## src/rtl/bp_addr_pkg.sv

```systemverilog
package bp_addr_pkg;

  // Strobes sent from the control to the address datapath, one cycle each.
  typedef struct packed {
    logic clear;   // return both sides to position zero
    logic wrStep;  // advance the write position
    logic rdStep;  // advance the read position
  } bp_strobes_t;

  function automatic int unsigned idxWidth(input int unsigned limit);
    return (limit > 1) ? $clog2(limit) : 1;
  endfunction

  function automatic bit isPow2(input int unsigned v);
    return (v > 1) && ((v & (v - 1)) == 0);
  endfunction

endpackage

```

## src/rtl/bp_nest_counter.sv

```systemverilog
// Three-digit nested counter: idx0 runs fastest, idx2 slowest.
module bp_nest_counter
  import bp_addr_pkg::*;
#(
  parameter int unsigned L0 = 8,
  parameter int unsigned L1 = 4,
  parameter int unsigned L2 = 8,
  localparam int unsigned W0 = idxWidth(L0),
  localparam int unsigned W1 = idxWidth(L1),
  localparam int unsigned W2 = idxWidth(L2)
) (
  input  logic          clk,
  input  logic          rstN,
  input  logic          clear,
  input  logic          step,
  output logic [W0-1:0] idx0,
  output logic [W1-1:0] idx1,
  output logic [W2-1:0] idx2
);

  localparam logic [W0-1:0] Last0 = W0'(L0 - 1);
  localparam logic [W1-1:0] Last1 = W1'(L1 - 1);
  localparam logic [W2-1:0] Last2 = W2'(L2 - 1);

  logic wrap0, wrap1, wrap2;

  assign wrap0 = (idx0 == Last0);
  assign wrap1 = (idx1 == Last1);
  assign wrap2 = (idx2 == Last2);

  always_ff @(posedge clk or negedge rstN) begin
    if (!rstN) begin
      idx0 <= '0;
      idx1 <= '0;
      idx2 <= '0;
    end else if (clear) begin
      idx0 <= '0;
      idx1 <= '0;
      idx2 <= '0;
    end else if (step) begin
      idx0 <= wrap0 ? '0 : idx0 + 1'b1;
      if (wrap0) begin
        idx1 <= wrap1 ? '0 : idx1 + 1'b1;
        if (wrap1) begin
          idx2 <= wrap2 ? '0 : idx2 + 1'b1;
        end
      end
    end
  end

endmodule

```

## src/rtl/bp_addr_ctrl.sv

```systemverilog
// Turns the boundary inputs into datapath strobes and flags the end of a written frame.
module bp_addr_ctrl
  import bp_addr_pkg::*;
(
  input  logic        clk,
  input  logic        rstN,
  input  logic        frameStart,
  input  logic        wrStrobe,
  input  logic        rdReq,
  input  logic        wrAtLast,
  output bp_strobes_t strobes,
  output logic        wrFrameDone
);

  always_comb begin
    strobes.clear  = frameStart;
    strobes.wrStep = wrStrobe & ~frameStart;
    strobes.rdStep = rdReq & ~frameStart;
  end

  always_ff @(posedge clk or negedge rstN) begin
    if (!rstN) begin
      wrFrameDone <= 1'b0;
    end else begin
      wrFrameDone <= strobes.wrStep & wrAtLast;
    end
  end

endmodule

```

## src/rtl/bp_addr_path.sv

```systemverilog
// Holds both position counters and forms the two memory addresses.
module bp_addr_path
  import bp_addr_pkg::*;
#(
  parameter int unsigned PLANES    = 8,
  parameter int unsigned COL_WORDS = 4,
  parameter int unsigned ROWS      = 8,
  parameter int unsigned AW        = 8
) (
  input  logic          clk,
  input  logic          rstN,
  input  bp_strobes_t   strobes,
  output logic [AW-1:0] wrAddr,
  output logic [AW-1:0] rdAddr,
  output logic          wrAtLast,
  output logic          rdRowEnd,
  output logic          rdPlaneEnd
);

  localparam int unsigned WP = idxWidth(PLANES);
  localparam int unsigned WC = idxWidth(COL_WORDS);
  localparam int unsigned WR = idxWidth(ROWS);
  localparam int unsigned PlaneWords = COL_WORDS * ROWS;
  localparam bit Packed = isPow2(COL_WORDS) && isPow2(ROWS);

  logic [WP-1:0] wrPlane, rdPlane;
  logic [WC-1:0] wrCol, rdCol;
  logic [WR-1:0] wrRow, rdRow;

  // Write side: plane fastest, then column word, then row.
  bp_nest_counter #(.L0(PLANES), .L1(COL_WORDS), .L2(ROWS)) i_wrCount (
    .clk  (clk),
    .rstN (rstN),
    .clear(strobes.clear),
    .step (strobes.wrStep),
    .idx0 (wrPlane),
    .idx1 (wrCol),
    .idx2 (wrRow)
  );

  // Read side: column word fastest, then row, then plane.
  bp_nest_counter #(.L0(COL_WORDS), .L1(ROWS), .L2(PLANES)) i_rdCount (
    .clk  (clk),
    .rstN (rstN),
    .clear(strobes.clear),
    .step (strobes.rdStep),
    .idx0 (rdCol),
    .idx1 (rdRow),
    .idx2 (rdPlane)
  );

  generate
    if (Packed) begin : g_concat
      // Power-of-two dimensions: the address is a plain field concatenation.
      assign wrAddr = AW'({wrPlane, wrRow, wrCol});
      assign rdAddr = AW'({rdPlane, rdRow, rdCol});
    end else begin : g_mult
      localparam logic [AW-1:0] SliceK = AW'(PlaneWords);
      localparam logic [AW-1:0] RowK   = AW'(COL_WORDS);
      assign wrAddr = AW'(wrPlane) * SliceK + AW'(wrRow) * RowK + AW'(wrCol);
      assign rdAddr = AW'(rdPlane) * SliceK + AW'(rdRow) * RowK + AW'(rdCol);
    end
  endgenerate

  assign wrAtLast   = (wrPlane == WP'(PLANES - 1)) && (wrCol == WC'(COL_WORDS - 1))
                    && (wrRow == WR'(ROWS - 1));
  assign rdRowEnd   = (rdCol == WC'(COL_WORDS - 1));
  assign rdPlaneEnd = rdRowEnd && (rdRow == WR'(ROWS - 1));

endmodule

```

## src/rtl/bp_frame_addr_gen.sv

```systemverilog
module bp_frame_addr_gen
  import bp_addr_pkg::*;
#(
  parameter int unsigned PLANES    = 8,
  parameter int unsigned COL_WORDS = 4,
  parameter int unsigned ROWS      = 8,
  localparam int unsigned AddrW = idxWidth(PLANES * COL_WORDS * ROWS)
) (
  input  logic             clk,
  input  logic             rstN,
  input  logic             frameStart,
  input  logic             wrStrobe,
  input  logic             rdReq,
  output logic [AddrW-1:0] wrAddr,
  output logic             wrFrameDone,
  output logic [AddrW-1:0] rdAddr,
  output logic             rdRowEnd,
  output logic             rdPlaneEnd
);

  bp_strobes_t strobes;
  logic        wrAtLast;

  bp_addr_ctrl i_ctrl (
    .clk        (clk),
    .rstN       (rstN),
    .frameStart (frameStart),
    .wrStrobe   (wrStrobe),
    .rdReq      (rdReq),
    .wrAtLast   (wrAtLast),
    .strobes    (strobes),
    .wrFrameDone(wrFrameDone)
  );

  bp_addr_path #(
    .PLANES(PLANES), .COL_WORDS(COL_WORDS), .ROWS(ROWS), .AW(AddrW)
  ) i_path (
    .clk       (clk),
    .rstN      (rstN),
    .strobes   (strobes),
    .wrAddr    (wrAddr),
    .rdAddr    (rdAddr),
    .wrAtLast  (wrAtLast),
    .rdRowEnd  (rdRowEnd),
    .rdPlaneEnd(rdPlaneEnd)
  );

endmodule

```

## config.mk

```make
export PLATFORM = sky130hd
export DESIGN_NAME = bp_frame_addr_gen
export DESIGN_NICKNAME = d
export VERILOG_FILES = /design/src/rtl/bp_addr_pkg.sv /design/src/rtl/bp_nest_counter.sv /design/src/rtl/bp_addr_ctrl.sv /design/src/rtl/bp_addr_path.sv /design/src/rtl/bp_frame_addr_gen.sv
export SDC_FILE = /design/constraint.sdc
export NUM_CORES = 1
export LEC_CHECK = 0
export ABC_CLOCK_PERIOD_IN_PS = 1500
export BUFFER_PORTS_ARGS = -buffer_cell sky130_fd_sc_hd__buf_2
export CAP_MARGIN = 5
export CORE_MARGIN = 2
export CORE_UTILIZATION = 35
export DETAILED_ROUTE_END_ITERATION = 12
export GPL_ROUTABILITY_DRIVEN = 1
export REMOVE_ABC_BUFFERS = 1
export SLEW_MARGIN = 10
export SYNTH_ARGS = -nofsm -noshare
export SYNTH_HDL_FRONTEND = slang
export SYNTH_SLANG_ARGS = --single-unit
```

## constraint.sdc

```tcl
create_clock -name clk -period 1.5 [get_ports clk]
set_input_delay 0 -clock clk [delete_from_list [all_inputs] [get_ports clk]]
set_output_delay 0 -clock clk [all_outputs]
set_load 0.02 [all_outputs]
```

# Word-level counts from Yosys, hierarchy flattened
# Cells that the tools add are included.
[classes]
addsub = 6
mul = 0
div_mod_pow = 0
n_lt_le_gt_ge = 0
n_eq_ne = 6
shift = 0
mux = 24
bitwise_logic = 4
reduce_logical = 13
[op_table]
columns = ["op", "n"]
rows = [
  ["$mux W3", 17],
  ["$mux W2", 7],
  ["$add A3 B1 Y3 const B", 4],
  ["$eq A3 B3 Y1 const B", 4],
  ["$reduce_bool A2 Y1", 6],
  ["$reduce_and A3 Y1", 2],
  ["$add A2 B1 Y2 const B", 2],
  ["$eq A2 B2 Y1 const B", 2],
  ["$reduce_and A2 Y1", 2],
  ["$and A1 B1 Y1", 3],
  ["$logic_and A1 B1 Y1", 3],
  ["$not A1 Y1", 1],
]
[word_totals]
reg_bits = 17
latchBits = 0
mem_bits_rw = 0
mem_bits_ro = 0
inputBits = 5
out_inout_bits = 19
wordCells = 60
memories = 0

# Logic depth before layout (Yosys ltp)
# Gate-level depths: netlist of run 1.
[depth]
ltp_word = 6
depth_mapped = 5
ltp_nobuf = 4

# Modules after synthesis
# From an unflattened synthesis of run 1, not the netlist that was laid out.
[hier_totals]
cells_unflattened = 87
hier_area_um2 = 1009.7
[by_module_without_submodules]
columns = ["mod", "instances", "cells_each", "area_each_um2", "seq_area_each_um2"]
rows = [
  ["bp_nest_counter (i_path.i_rdCount)", 1, 39, 464.2, 200.2],
  ["bp_nest_counter (i_path.i_wrCount)", 1, 38, 457.9, 200.2],
  ["bp_addr_ctrl", 1, 5, 53.8, 25.0],
  ["bp_addr_path", 1, 5, 33.8, 0.0],
]

# Worst setup path before layout of run 1
# No wires, ideal clock.
[synth_timing]
path_type = "register -> register"
startpoint = "register i_path.i_rdCount.idx0[0]"
endpoint = "register i_path.i_rdCount.idx2[0]"
setup_ns = 0.127
t_arrival_ns = 1.492
required_time_ns = 1.373
setup_slack_ns = -0.119
path_stages_with_launch = 4
n_path_buf = 0
synth_period_minus_slack_ns = 1.619
path_cell_list = "dfrtp_1 > ha_1 > and3_4 > mux2_1"
[synth_between]
elab_chain_len = 3
[synth_rtl]
columns = ["item", "line", "rtl"]
rows = [
  ["from (decl)", "bp_nest_counter.sv:16", "output logic [W0-1:0] idx0,"],
  ["from (signal assigned)", "bp_nest_counter.sv:41", "idx0 <= wrap0 ? '0 : idx0 + 1'b1;"],
  ["$eq A2 B2 Y1", "-", ""],
  ["via rdRowEnd", "bp_frame_addr_gen.sv:17", "output logic rdRowEnd,"],
  ["$reduce_bool A2 Y1 (no source line)", "-", ""],
  ["$reduce_and A3 Y1 (no source line)", "-", ""],
  ["to (signal assigned)", "bp_nest_counter.sv:45", "idx2 <= wrap2 ? '0 : idx2 + 1'b1;"],
  ["to (decl)", "bp_nest_counter.sv:18", "output logic [W2-1:0] idx2"],
]
# The timed path passes the listed nets, and every way through them passes these cells.
# A chain may end at the register's enable or synchronous reset.

# Worst setup path in the final report of run 1
[layout_timing]
startpoint = "register i_path.i_rdCount.idx1[0]"
endpoint = "register i_path.i_rdCount.idx2[0]"
[layout_between]
elab_chain_len = 3
[layout_rtl]
columns = ["item", "line", "rtl"]
rows = [
  ["from (decl)", "bp_nest_counter.sv:17", "output logic [W1-1:0] idx1,"],
  ["from (signal assigned)", "bp_nest_counter.sv:43", "idx1 <= wrap1 ? '0 : idx1 + 1'b1;"],
  ["$eq A3 B3 Y1", "bp_nest_counter.sv:28", "assign wrap1 = (idx1 == Last1);"],
  ["$reduce_bool A2 Y1 (no source line)", "-", ""],
  ["$reduce_and A3 Y1 (no source line)", "-", ""],
]
# No other way between the ends.

==> impl_metrics.json, run 1 <==
{
  "cellPowerDensity_mw_per_mm2": 684,
  "slew_headroom": 0.737,
  "clk_path_buf_depth": 2,
  "wl_per_cell_microns": 12.1,
  "synthesis.area_sq_um": 968,
  "io_buffer_count": 23,
  "grt_pass1_wl_microns": 2990,
  "yosysWarnings": 0,
  "clock_latency_ps": 280,
  "crit_required_ps": 1670,
  "drive_gt1_frac": 0.336,
  "netlist_instances": 82,
  "tightest_slew_ps": 395,
  "totalWireLength_microns": 1710,
  "grtUsageMet3": 0.0276,
  "use_met2": 0.196,
  "synth_seq_cells": 17,
  "final_common_cell": "buf_2",
  "path_clk_slew_ps": 90,
  "skew_ps": 2.79,
  "arrival_ps": 1600,
  "layout_common_cells": "23 x buf_2, 17 x dfrtp_1, 10 x nand2b_1, 10 x ha_1, 7 x a21oi_1",
  "fin_area_sq_mm": 0.00116,
  "rsz0062_at_grt": "false",
  "antenna_found_initial": 0,
  "ys_types": 22,
  "final_max_slew_viol_count": 0,
  "synth_area_leader_cell": "dfrtp_1",
  "route.detailed.drc": 0,
  "p_sw_uw": 192,
  "placed_cell_area_sq_mm": 0.00110,
  "drt_iter0_markers": 9,
  "cts_max_level": 1,
  "area_delta_synth_final_pct": 19.8,
  "coreArea_sq_mm": 0.00269,
  "die_w_microns": 56.6,
  "final_cells": 141,
  "grt_util_met1": 0.142,
  "finalHoldViolCount": 0,
  "vias": 697,
  "fmax_ghz": 0.697,
  "cap_violations": 0,
  "cts.sinks": 17,
  "cts-root-buf": "clkbuf_4",
  "crit_type": "reg2reg",
  "ys_seq_area_frac": 0.439,
  "rows": 19,
  "vias_per_cell": 4.94,
  "synthTopCellsByArea": "dfrtp_1 44%, ha_1 13%, nand2b_1 6.5%",
  "cts_inserted_buffers": 3,
  "antenna_left": 0,
  "hold_path_class": "in2reg",
  "cp_slowest_cell": "dfrtp_1",
  "leakagePower_uw": 0.000631,
  "setup_viol": 0,
  "slowest_delay_ps": 410,
  "grt_max_degree": 24,
  "io_pins": 24,
  "num_antenna_cells": 0,
  "initial_core_util": 0.361,
  "syn_avg_cell_area_sq_um": 11.8,
  "grt_overflow": 0,
  "synth_top_area_share": 0.439,
  "swShare": 0.242,
  "die_area_sq_mm": 0.00320,
  "crit_top_cell": "ha_1",
  "firstDrtPassIters": 3,
  "grt_usage": 0.119,
  "grt_pass1_vias": 702,
  "startpoint_type": "flip-flop",
  "total_power_uw": 794,
  "cts_tree": "yes",
  "status": "finished clean",
  "die_h_microns": 56.6,
  "p_comb_frac": 0.107,
  "crit_chain": "ha_1 > ha_1 > and3_4 > mux2_1",
  "hpwlAfterDp_microns": 1250,
  "global_route.peak_usage_layer": "met2",
  "min_period_over_period": 0.956,
  "pwr-share-clk": 0.297,
  "peakVddDrop_mv": 0.470,
  "p_int_uw": 602,
  "gp_congestion": 0.773,
  "crit_path_max_fanout": 4,
  "seq_power_share": 0.596,
  "timing.final.crit_period_ps": 1430,
  "worstSetupEndpointType": "flip-flop",
  "place_inst": 133,
  "fillers": 269,
  "nets": 126
}
## sequential cells by signal, indices dropped and copies added, names as in the netlist
| name | count |
|---|---|
| i_path.i_rdCount.idx2 | 3 |
| i_path.i_rdCount.idx1 | 3 |
| i_path.i_wrCount.idx0 | 3 |
| i_path.i_wrCount.idx1 | 2 |
| i_ctrl.wrFrameDone | 1 |
| i_path.i_rdCount.idx0 | 2 |
| i_path.i_wrCount.idx2 | 3 |
## area by class of cell
type,instances,area (sq um),share of cell area
tap,31,38.8,0.0334
multi-input combinational,60,507,0.437
clock buffer,4,26.3,0.0227
sequential,17,425,0.367
timing repair buffer,29,163,0.140
## what timing repair did
action | CTS | global route
hold endpoints to repair | 17 | 0
endpoints found under the setup margin | 0 | 5
resized for setup | 0 | 1
buffers inserted | 0 | 3
hold buffers | 1 | 0
## cell usage after synthesis
cell and n:
buf_6 2, a21oi_1 8, nand4bb_1 2, mux2_4 1, nor3_1 2, nand3_1 3
buf_4 1, ha_1 10, mux2_1 1, mux2i_1 6, nand2b_1 10, nor2_1 2
and3b_1 1, buf_2 2, a21bo_2 2, nand3b_1 1, or3b_1 3, a21bo_1 3
dfrtp_1 17, and3_4 2, nor2b_1 2, and2_1 1
## critical path, delay by kind of cell (launching register included)
| family | cells | cell delay [ps] |
|---|---|---|
| muxes | 1 | 310 |
| DFF | 1 | 410 |
| adders and majority gates | 2 | 410 |
| and+or+nand+nor | 1 | 190 |
## routing by layer
metal	up-vias	part of all wire
met1	338	0.47
met4	0	0.0094
met3	2	0.035
met5	-	0
li1	345	-
met2	12	0.49
## power groups by stage
stage | sequential, uW | combinational, uW | clock [uW]
floorplan | 492 | 25.3 | 0
global placement | 482 | 77.4 | 0
detailed placement | 483 | 78.4 | 0
CTS | 474 | 80.4 | 253
finish | 473 | 84.9 | 236
global route | 474 | 96.4 | 278
## final timing paths
check | from | endpoint | slack [ps] | cells past startpoint
worst max-delay path | i_path.i_rdCount.idx1[0]$_DFFE_PN0P_ | i_path.i_rdCount.idx2[0]$_DFFE_PN0P_ | 70 | 4
worst min-delay path | rdReq | i_path.i_rdCount.idx1[2]$_DFFE_PN0P_ | 60 | 3
worst max register to register | i_path.i_rdCount.idx1[0]$_DFFE_PN0P_ | i_path.i_rdCount.idx2[0]$_DFFE_PN0P_ | 70 | 4
worst min register to register | i_path.i_rdCount.idx0[1]$_DFFE_PN0P_ | i_path.i_rdCount.idx0[1]$_DFFE_PN0P_ | 560 | 2
max in group asynchronous | rstN | i_path.i_rdCount.idx1[2]$_DFFE_PN0P_ | 1060 | 2
min in group asynchronous | rstN | i_path.i_wrCount.idx0[1]$_DFFE_PN0P_ | 160 | 2
## logic make-up (layout without fill, tap and decap cells)
logic type,after synthesis,in the layout,share of synthesized area
flip-flops,17,17,0.439
AO/OA/AOI/OAI,13,13,0.0930
buffers and inverters,5,33,0.0413
AND/OR/NAND/NOR,29,29,0.208
multiplexers,8,8,0.0891
adder cells (fa/ha/maj),10,10,0.129
## through the flow
stage	util	hold slack, ps	setup WS, ps	TNS [ps]
floorplan	-	-296	-119	-150
global placement	0.408	-50.7	92.0	0
detailed placement	0.408	-48.7	60.2	0
CTS	0.422	49.7	42.9	0
global route	0.432	53.2	4.98	0
finish	0.432	62.3	66.2	0
Note: power is estimated with default switching activity, not from simulation.
==> run 2, diff against run 1 <==
==> constraint.sdc (replaced) <==
create_clock -name clk -period 1.5 [get_ports clk]
set_input_delay 0.075 -clock clk [delete_from_list [all_inputs] [get_ports clk]]
set_output_delay 0.075 -clock clk [all_outputs]
set_load 0.02 [all_outputs]
==> run 2 against run 1 <==
Total power is 0.50% higher. Setup slack got worse by 5.2 ps. Largest cell class unchanged. Via count grew 0.57%. Non-clock buffer count is 1 higher.
==> impl_metrics.json, run 2 (synthesized netlist as in run 1, its figures left out) <==
{
  "startpoint_type": "flip-flop",
  "rsz0062_at_grt": "true",
  "final_common_cell": "buf_2",
  "place_inst": 133,
  "io_buffer_count": 23,
  "global_route.peak_usage_layer": "met2",
  "io_pins": 24,
  "cellPowerDensity_mw_per_mm2": 680,
  "vias": 701,
  "timing.final.crit_period_ps": 1440,
  "leakagePower_uw": 0.000631,
  "placed_cell_area_sq_mm": 0.00110,
  "worstSetupEndpointType": "output port",
  "cts-root-buf": "clkbuf_4",
  "die_area_sq_mm": 0.00320,
  "grt_pass1_vias": 708,
  "finalHoldViolCount": 0,
  "slowest_delay_ps": 410,
  "totalWireLength_microns": 1710,
  "min_period_over_period": 0.959,
  "grt_pass1_wl_microns": 3010,
  "cts_tree": "yes",
  "antenna_found_initial": 0,
  "cp_slowest_cell": "dfrtp_1",
  "tightest_slew_ps": 393,
  "initial_core_util": 0.361,
  "use_met2": 0.198,
  "status": "finished clean",
  "nets": 127,
  "hold_ws_ps": 141,
  "fin_area_sq_mm": 0.00117,
  "final_max_slew_viol_count": 0,
  "fin_ws_ps": 60.9,
  "setup_viol": 0,
  "hpwlAfterDp_microns": 1250,
  "peakVddDrop_mv": 0.476,
  "crit_chain": "ha_1 > ha_2 > and2_1 > buf_2",
  "cts.sinks": 17,
  "pre_cts_ws_ps": 60.2,
  "layout_common_cells": "23 x buf_2, 17 x dfrtp_1, 10 x nand2b_1, 8 x ha_1, 7 x a21oi_1",
  "die_w_microns": 56.6,
  "fillers": 267,
  "crit_required_ps": 1420,
  "die_h_microns": 56.6,
  "vias_per_cell": 4.94,
  "drive_gt1_frac": 0.360,
  "crit_path_max_fanout": 3,
  "clk_path_buf_depth": 2,
  "grtUsageMet3": 0.0276,
  "area_delta_synth_final_pct": 21.1,
  "path_depth": 4,
  "gp_congestion": 0.773,
  "drt_iter0_markers": 11,
  "skew_ps": 2.02,
  "route.detailed.drc": 0,
  "cts_inserted_buffers": 3,
  "rows": 19,
  "num_antenna_cells": 0,
  "coreArea_sq_mm": 0.00269,
  "reg2regPathDepth": 4,
  "clock_latency_ps": 280,
  "holdPathStages": 3,
  "cap_violations": 0,
  "crit_type": "reg2out",
  "grt_util_met1": 0.142,
  "grt_max_degree": 24,
  "grt_overflow": 0,
  "final_cells": 142,
  "path_clk_slew_ps": 90,
  "fmax_ghz": 0.695,
  "grt_usage": 0.119,
  "final_util": 0.436,
  "antenna_left": 0,
  "firstDrtPassIters": 4,
  "hold_path_class": "in2reg",
  "slew_headroom": 0.738,
  "wl_per_cell_microns": 12.0,
  "path_buf_inv": 1,
  "critPathTopFamily": "flip-flops",
  "cts_max_level": 1,
  "arrival_ps": 1360
}
run 2: worst reg2reg max path, delay by kind of cell, from the launching register on:
family	cells	cell delay, ps
muxes	1	290
DFF	1	410
and+or+nand+nor	1	210
adders and majority gates	2	400
run 2: per-layer routing:
metal,vias up,share of wire
li1,348,-
met2,12,0.49
met3,2,0.035
met5,-,0
met4,0,0.0094
met1,339,0.46
run 2: what timing repair did:
| action | in CTS | in global routing |
|---|---|---|
| hold buffers | 1 | 0 |
| pin swaps | 0 | 1 |
| setup endpoints to repair | 1 | 5 |
| setup buffers | 1 | 3 |
| endpoints found under the hold margin | 17 | 0 |
| gates resized for setup | 0 | 3 |
run 2: metrics by stage:
stage | TNS (ps) | power, uW
2_1_floorplan | -150 | 518
3_3_place_gp | 0 | 559
3_5_place_dp | 0 | 561
4_1_cts | 0 | 807
5_1_grt | -3.71 | 852
6_report | 0 | 797
run 2: power breakdown:
| part | switching, uW | internal [uW] |
|---|---|---|
| Combinational | 53.1 | 35.1 |
| Sequential | 6.40 | 466 |
| Clock | 134 | 103 |
run 2: path summary, 6_finish.rpt:
check	start	end	slack (ps)
setup / recovery	i_path.i_rdCount.idx1[1]$_DFFE_PN0P_	rdPlaneEnd	60
hold / removal	wrStrobe	i_path.i_wrCount.idx1[1]$_DFFE_PN0P_	140
setup reg to reg	i_path.i_wrCount.idx0[1]$_DFFE_PN0P_	i_path.i_wrCount.idx2[0]$_DFFE_PN0P_	80
hold reg to reg	i_path.i_rdCount.idx0[1]$_DFFE_PN0P_	i_path.i_rdCount.idx0[1]$_DFFE_PN0P_	560
max in group asynchronous	rstN	i_path.i_rdCount.idx2[0]$_DFFE_PN0P_	980
min in group asynchronous	rstN	i_path.i_wrCount.idx0[1]$_DFFE_PN0P_	240
run 2: area by class of cell:
class                      instances  area [sq um]  area share
timing repair buffer              30           170       0.145
multi-input combinational         60           512       0.437
clock buffer                       4          26.3      0.0224
sequential                        17           425       0.363
tap                               31          38.8      0.0331
==> run 3, diff against run 2 <==
Settings changed: REMOVE_ABC_BUFFERS 1 to default.
==> run 3 against run 2 <==
Register-to-register slack better by 20 ps. Sequential power barely moved. Flip-flop and latch count stayed put. Via count down 2.6%. Combinational power decreased by 6.7%.
==> impl_metrics.json, run 3 (synthesized netlist as in run 1, its figures left out) <==
{
  "crit_type": "reg2out",
  "vias_per_cell": 4.84,
  "grt_pass1_wl_microns": 2930,
  "die_area_sq_mm": 0.00320,
  "clock_latency_ps": 280,
  "cts.sinks": 17,
  "cts-root-buf": "clkbuf_4",
  "antenna_left": 0,
  "path_clk_slew_ps": 100,
  "setup-tns-final_ps": 0,
  "totalWireLength_microns": 1710,
  "drive_gt1_frac": 0.400,
  "startpoint_type": "flip-flop",
  "nets": 126,
  "leakagePower_uw": 0.000611,
  "fmax_ghz": 0.702,
  "crit_path_max_fanout": 8,
  "initial_core_util": 0.361,
  "clk_path_buf_depth": 2,
  "multi_input_area_sq_um": 538,
  "cts_tree": "yes",
  "cp_slowest_cell": "dfrtp_1",
  "slowest_delay_ps": 420,
  "final_cells": 141,
  "crit_required_ps": 1420,
  "vias": 683,
  "gp_congestion": 0.673,
  "grt_pass1_vias": 629,
  "status": "finished clean",
  "timing.final.crit_period_ps": 1430,
  "worstSetupEndpointType": "output port",
  "pre_cts_ws_ps": 81.1,
  "fin_ws_ps": 74.6,
  "register_area_sq_um": 428,
  "skew_ps": 3.15,
  "cap_violations": 0,
  "finalHoldViolCount": 0,
  "crit_top_cell": "buf_4",
  "hpwlAfterDp_microns": 1140,
  "firstDrtPassIters": 4,
  "die_w_microns": 56.6,
  "cts_max_level": 1,
  "grt_max_degree": 24,
  "num_antenna_cells": 0,
  "place_inst": 132,
  "fillers": 268,
  "syn_nets": 97,
  "slew_headroom": 0.738,
  "cts_inserted_buffers": 3,
  "cellPowerDensity_mw_per_mm2": 670,
  "io_buffer_count": 23,
  "min_period_over_period": 0.950,
  "tightest_slew_ps": 392,
  "route.detailed.drc": 0,
  "peakVddDrop_mv": 0.518,
  "rows": 19,
  "drt_iter0_markers": 10,
  "grt_overflow": 0,
  "wl_per_cell_microns": 12.1,
  "final_common_cell": "buf_2",
  "arrival_ps": 1350,
  "hold_path_class": "in2reg",
  "rsz0062_at_grt": "false",
  "die_h_microns": 56.6,
  "grt_usage": 0.117,
  "final_max_slew_viol_count": 0,
  "area_delta_synth_final_pct": 23.5,
  "antenna_found_initial": 0,
  "coreArea_sq_mm": 0.00269,
  "crit_chain": "ha_2 > buf_4 > and2_1 > buf_4",
  "io_pins": 24,
  "setup_viol": 0,
  "layout_common_cells": "22 x buf_2, 15 x dfrtp_1, 10 x nand2b_1, 8 x a21oi_1"
}
run 3: cell count changes in the layout (fill, tap and decap cells not counted), sizes merged:
cell / previous run / this run
buf: 29 / 28
run 3: worst paths after layout:
kind                                                 startpoint                                    to  slack (ps)  cells after the start
setup / recovery           i_path.i_rdCount.idx0[0]$_DFFE_PN0P_                            rdPlaneEnd          70                      4
hold / removal                                         wrStrobe  i_path.i_wrCount.idx1[1]$_DFFE_PN0P_         120                      3
setup reg to reg           i_path.i_wrCount.idx2[0]$_DFFE_PN0P_  i_path.i_wrCount.idx2[1]$_DFFE_PN0P_         100                      4
hold reg to reg            i_path.i_rdCount.idx0[1]$_DFFE_PN0P_  i_path.i_rdCount.idx0[1]$_DFFE_PN0P_         570                      2
max in group asynchronous                                  rstN  i_path.i_wrCount.idx0[1]$_DFFE_PN0P_         970                      2
min in group asynchronous                                  rstN  i_path.i_wrCount.idx0[2]$_DFFE_PN0P_         230                      2
run 3: final cells by class:
type | instances | share of cell area
timing repair buffer | 29 | 0.138
multi-input combinational | 60 | 0.450
sequential | 17 | 0.358
tap | 31 | 0.0324
clock buffer | 4 | 0.0220
run 3: report_power, final:
group / internal, uW / switching (uW) / leakage [uW]
combinational: 32.7 / 49.6 / 0.000364
clock: 103 / 140 / 0.0000150
sequential: 467 / 9.04 / 0.000232
total: 603 / 198 / 0.000611
run 3: per-stage QoR:
stage	utilization	cell area, sq um	power (uW)	hold WS (ps)
detailed placement	0.417	1120	565	28.2
global placement	0.417	1120	565	30.9
floorplan	-	998	538	-221
global route	0.445	1200	849	122
finish	0.445	1200	801	124
CTS	0.436	1170	821	105
run 3: what timing repair did:
| item | CTS | global route |
|---|---|---|
| setup buffers | 2 | 2 |
| endpoints found under the setup margin | 1 | 2 |
| hold buffers | 1 | 0 |
| hold endpoints to repair | 17 | 0 |
| gates resized for setup | 0 | 4 |
| pin swaps | 0 | 1 |
run 3: critical path: cells and delay by family (launching register included):
kind          cells  cell delay, ps
fa+ha+maj         1             200
buf+inv           2             310
flops             1             420
simple gates      1             140
run 3: metal layers:
metal,track usage,up-vias,part of all wire
met1,0.152,323,0.50
li1,-,344,-
met3,0.0461,2,0.049
met5,0,-,0
met4,0.0408,0,0.0059
met2,0.178,14,0.45
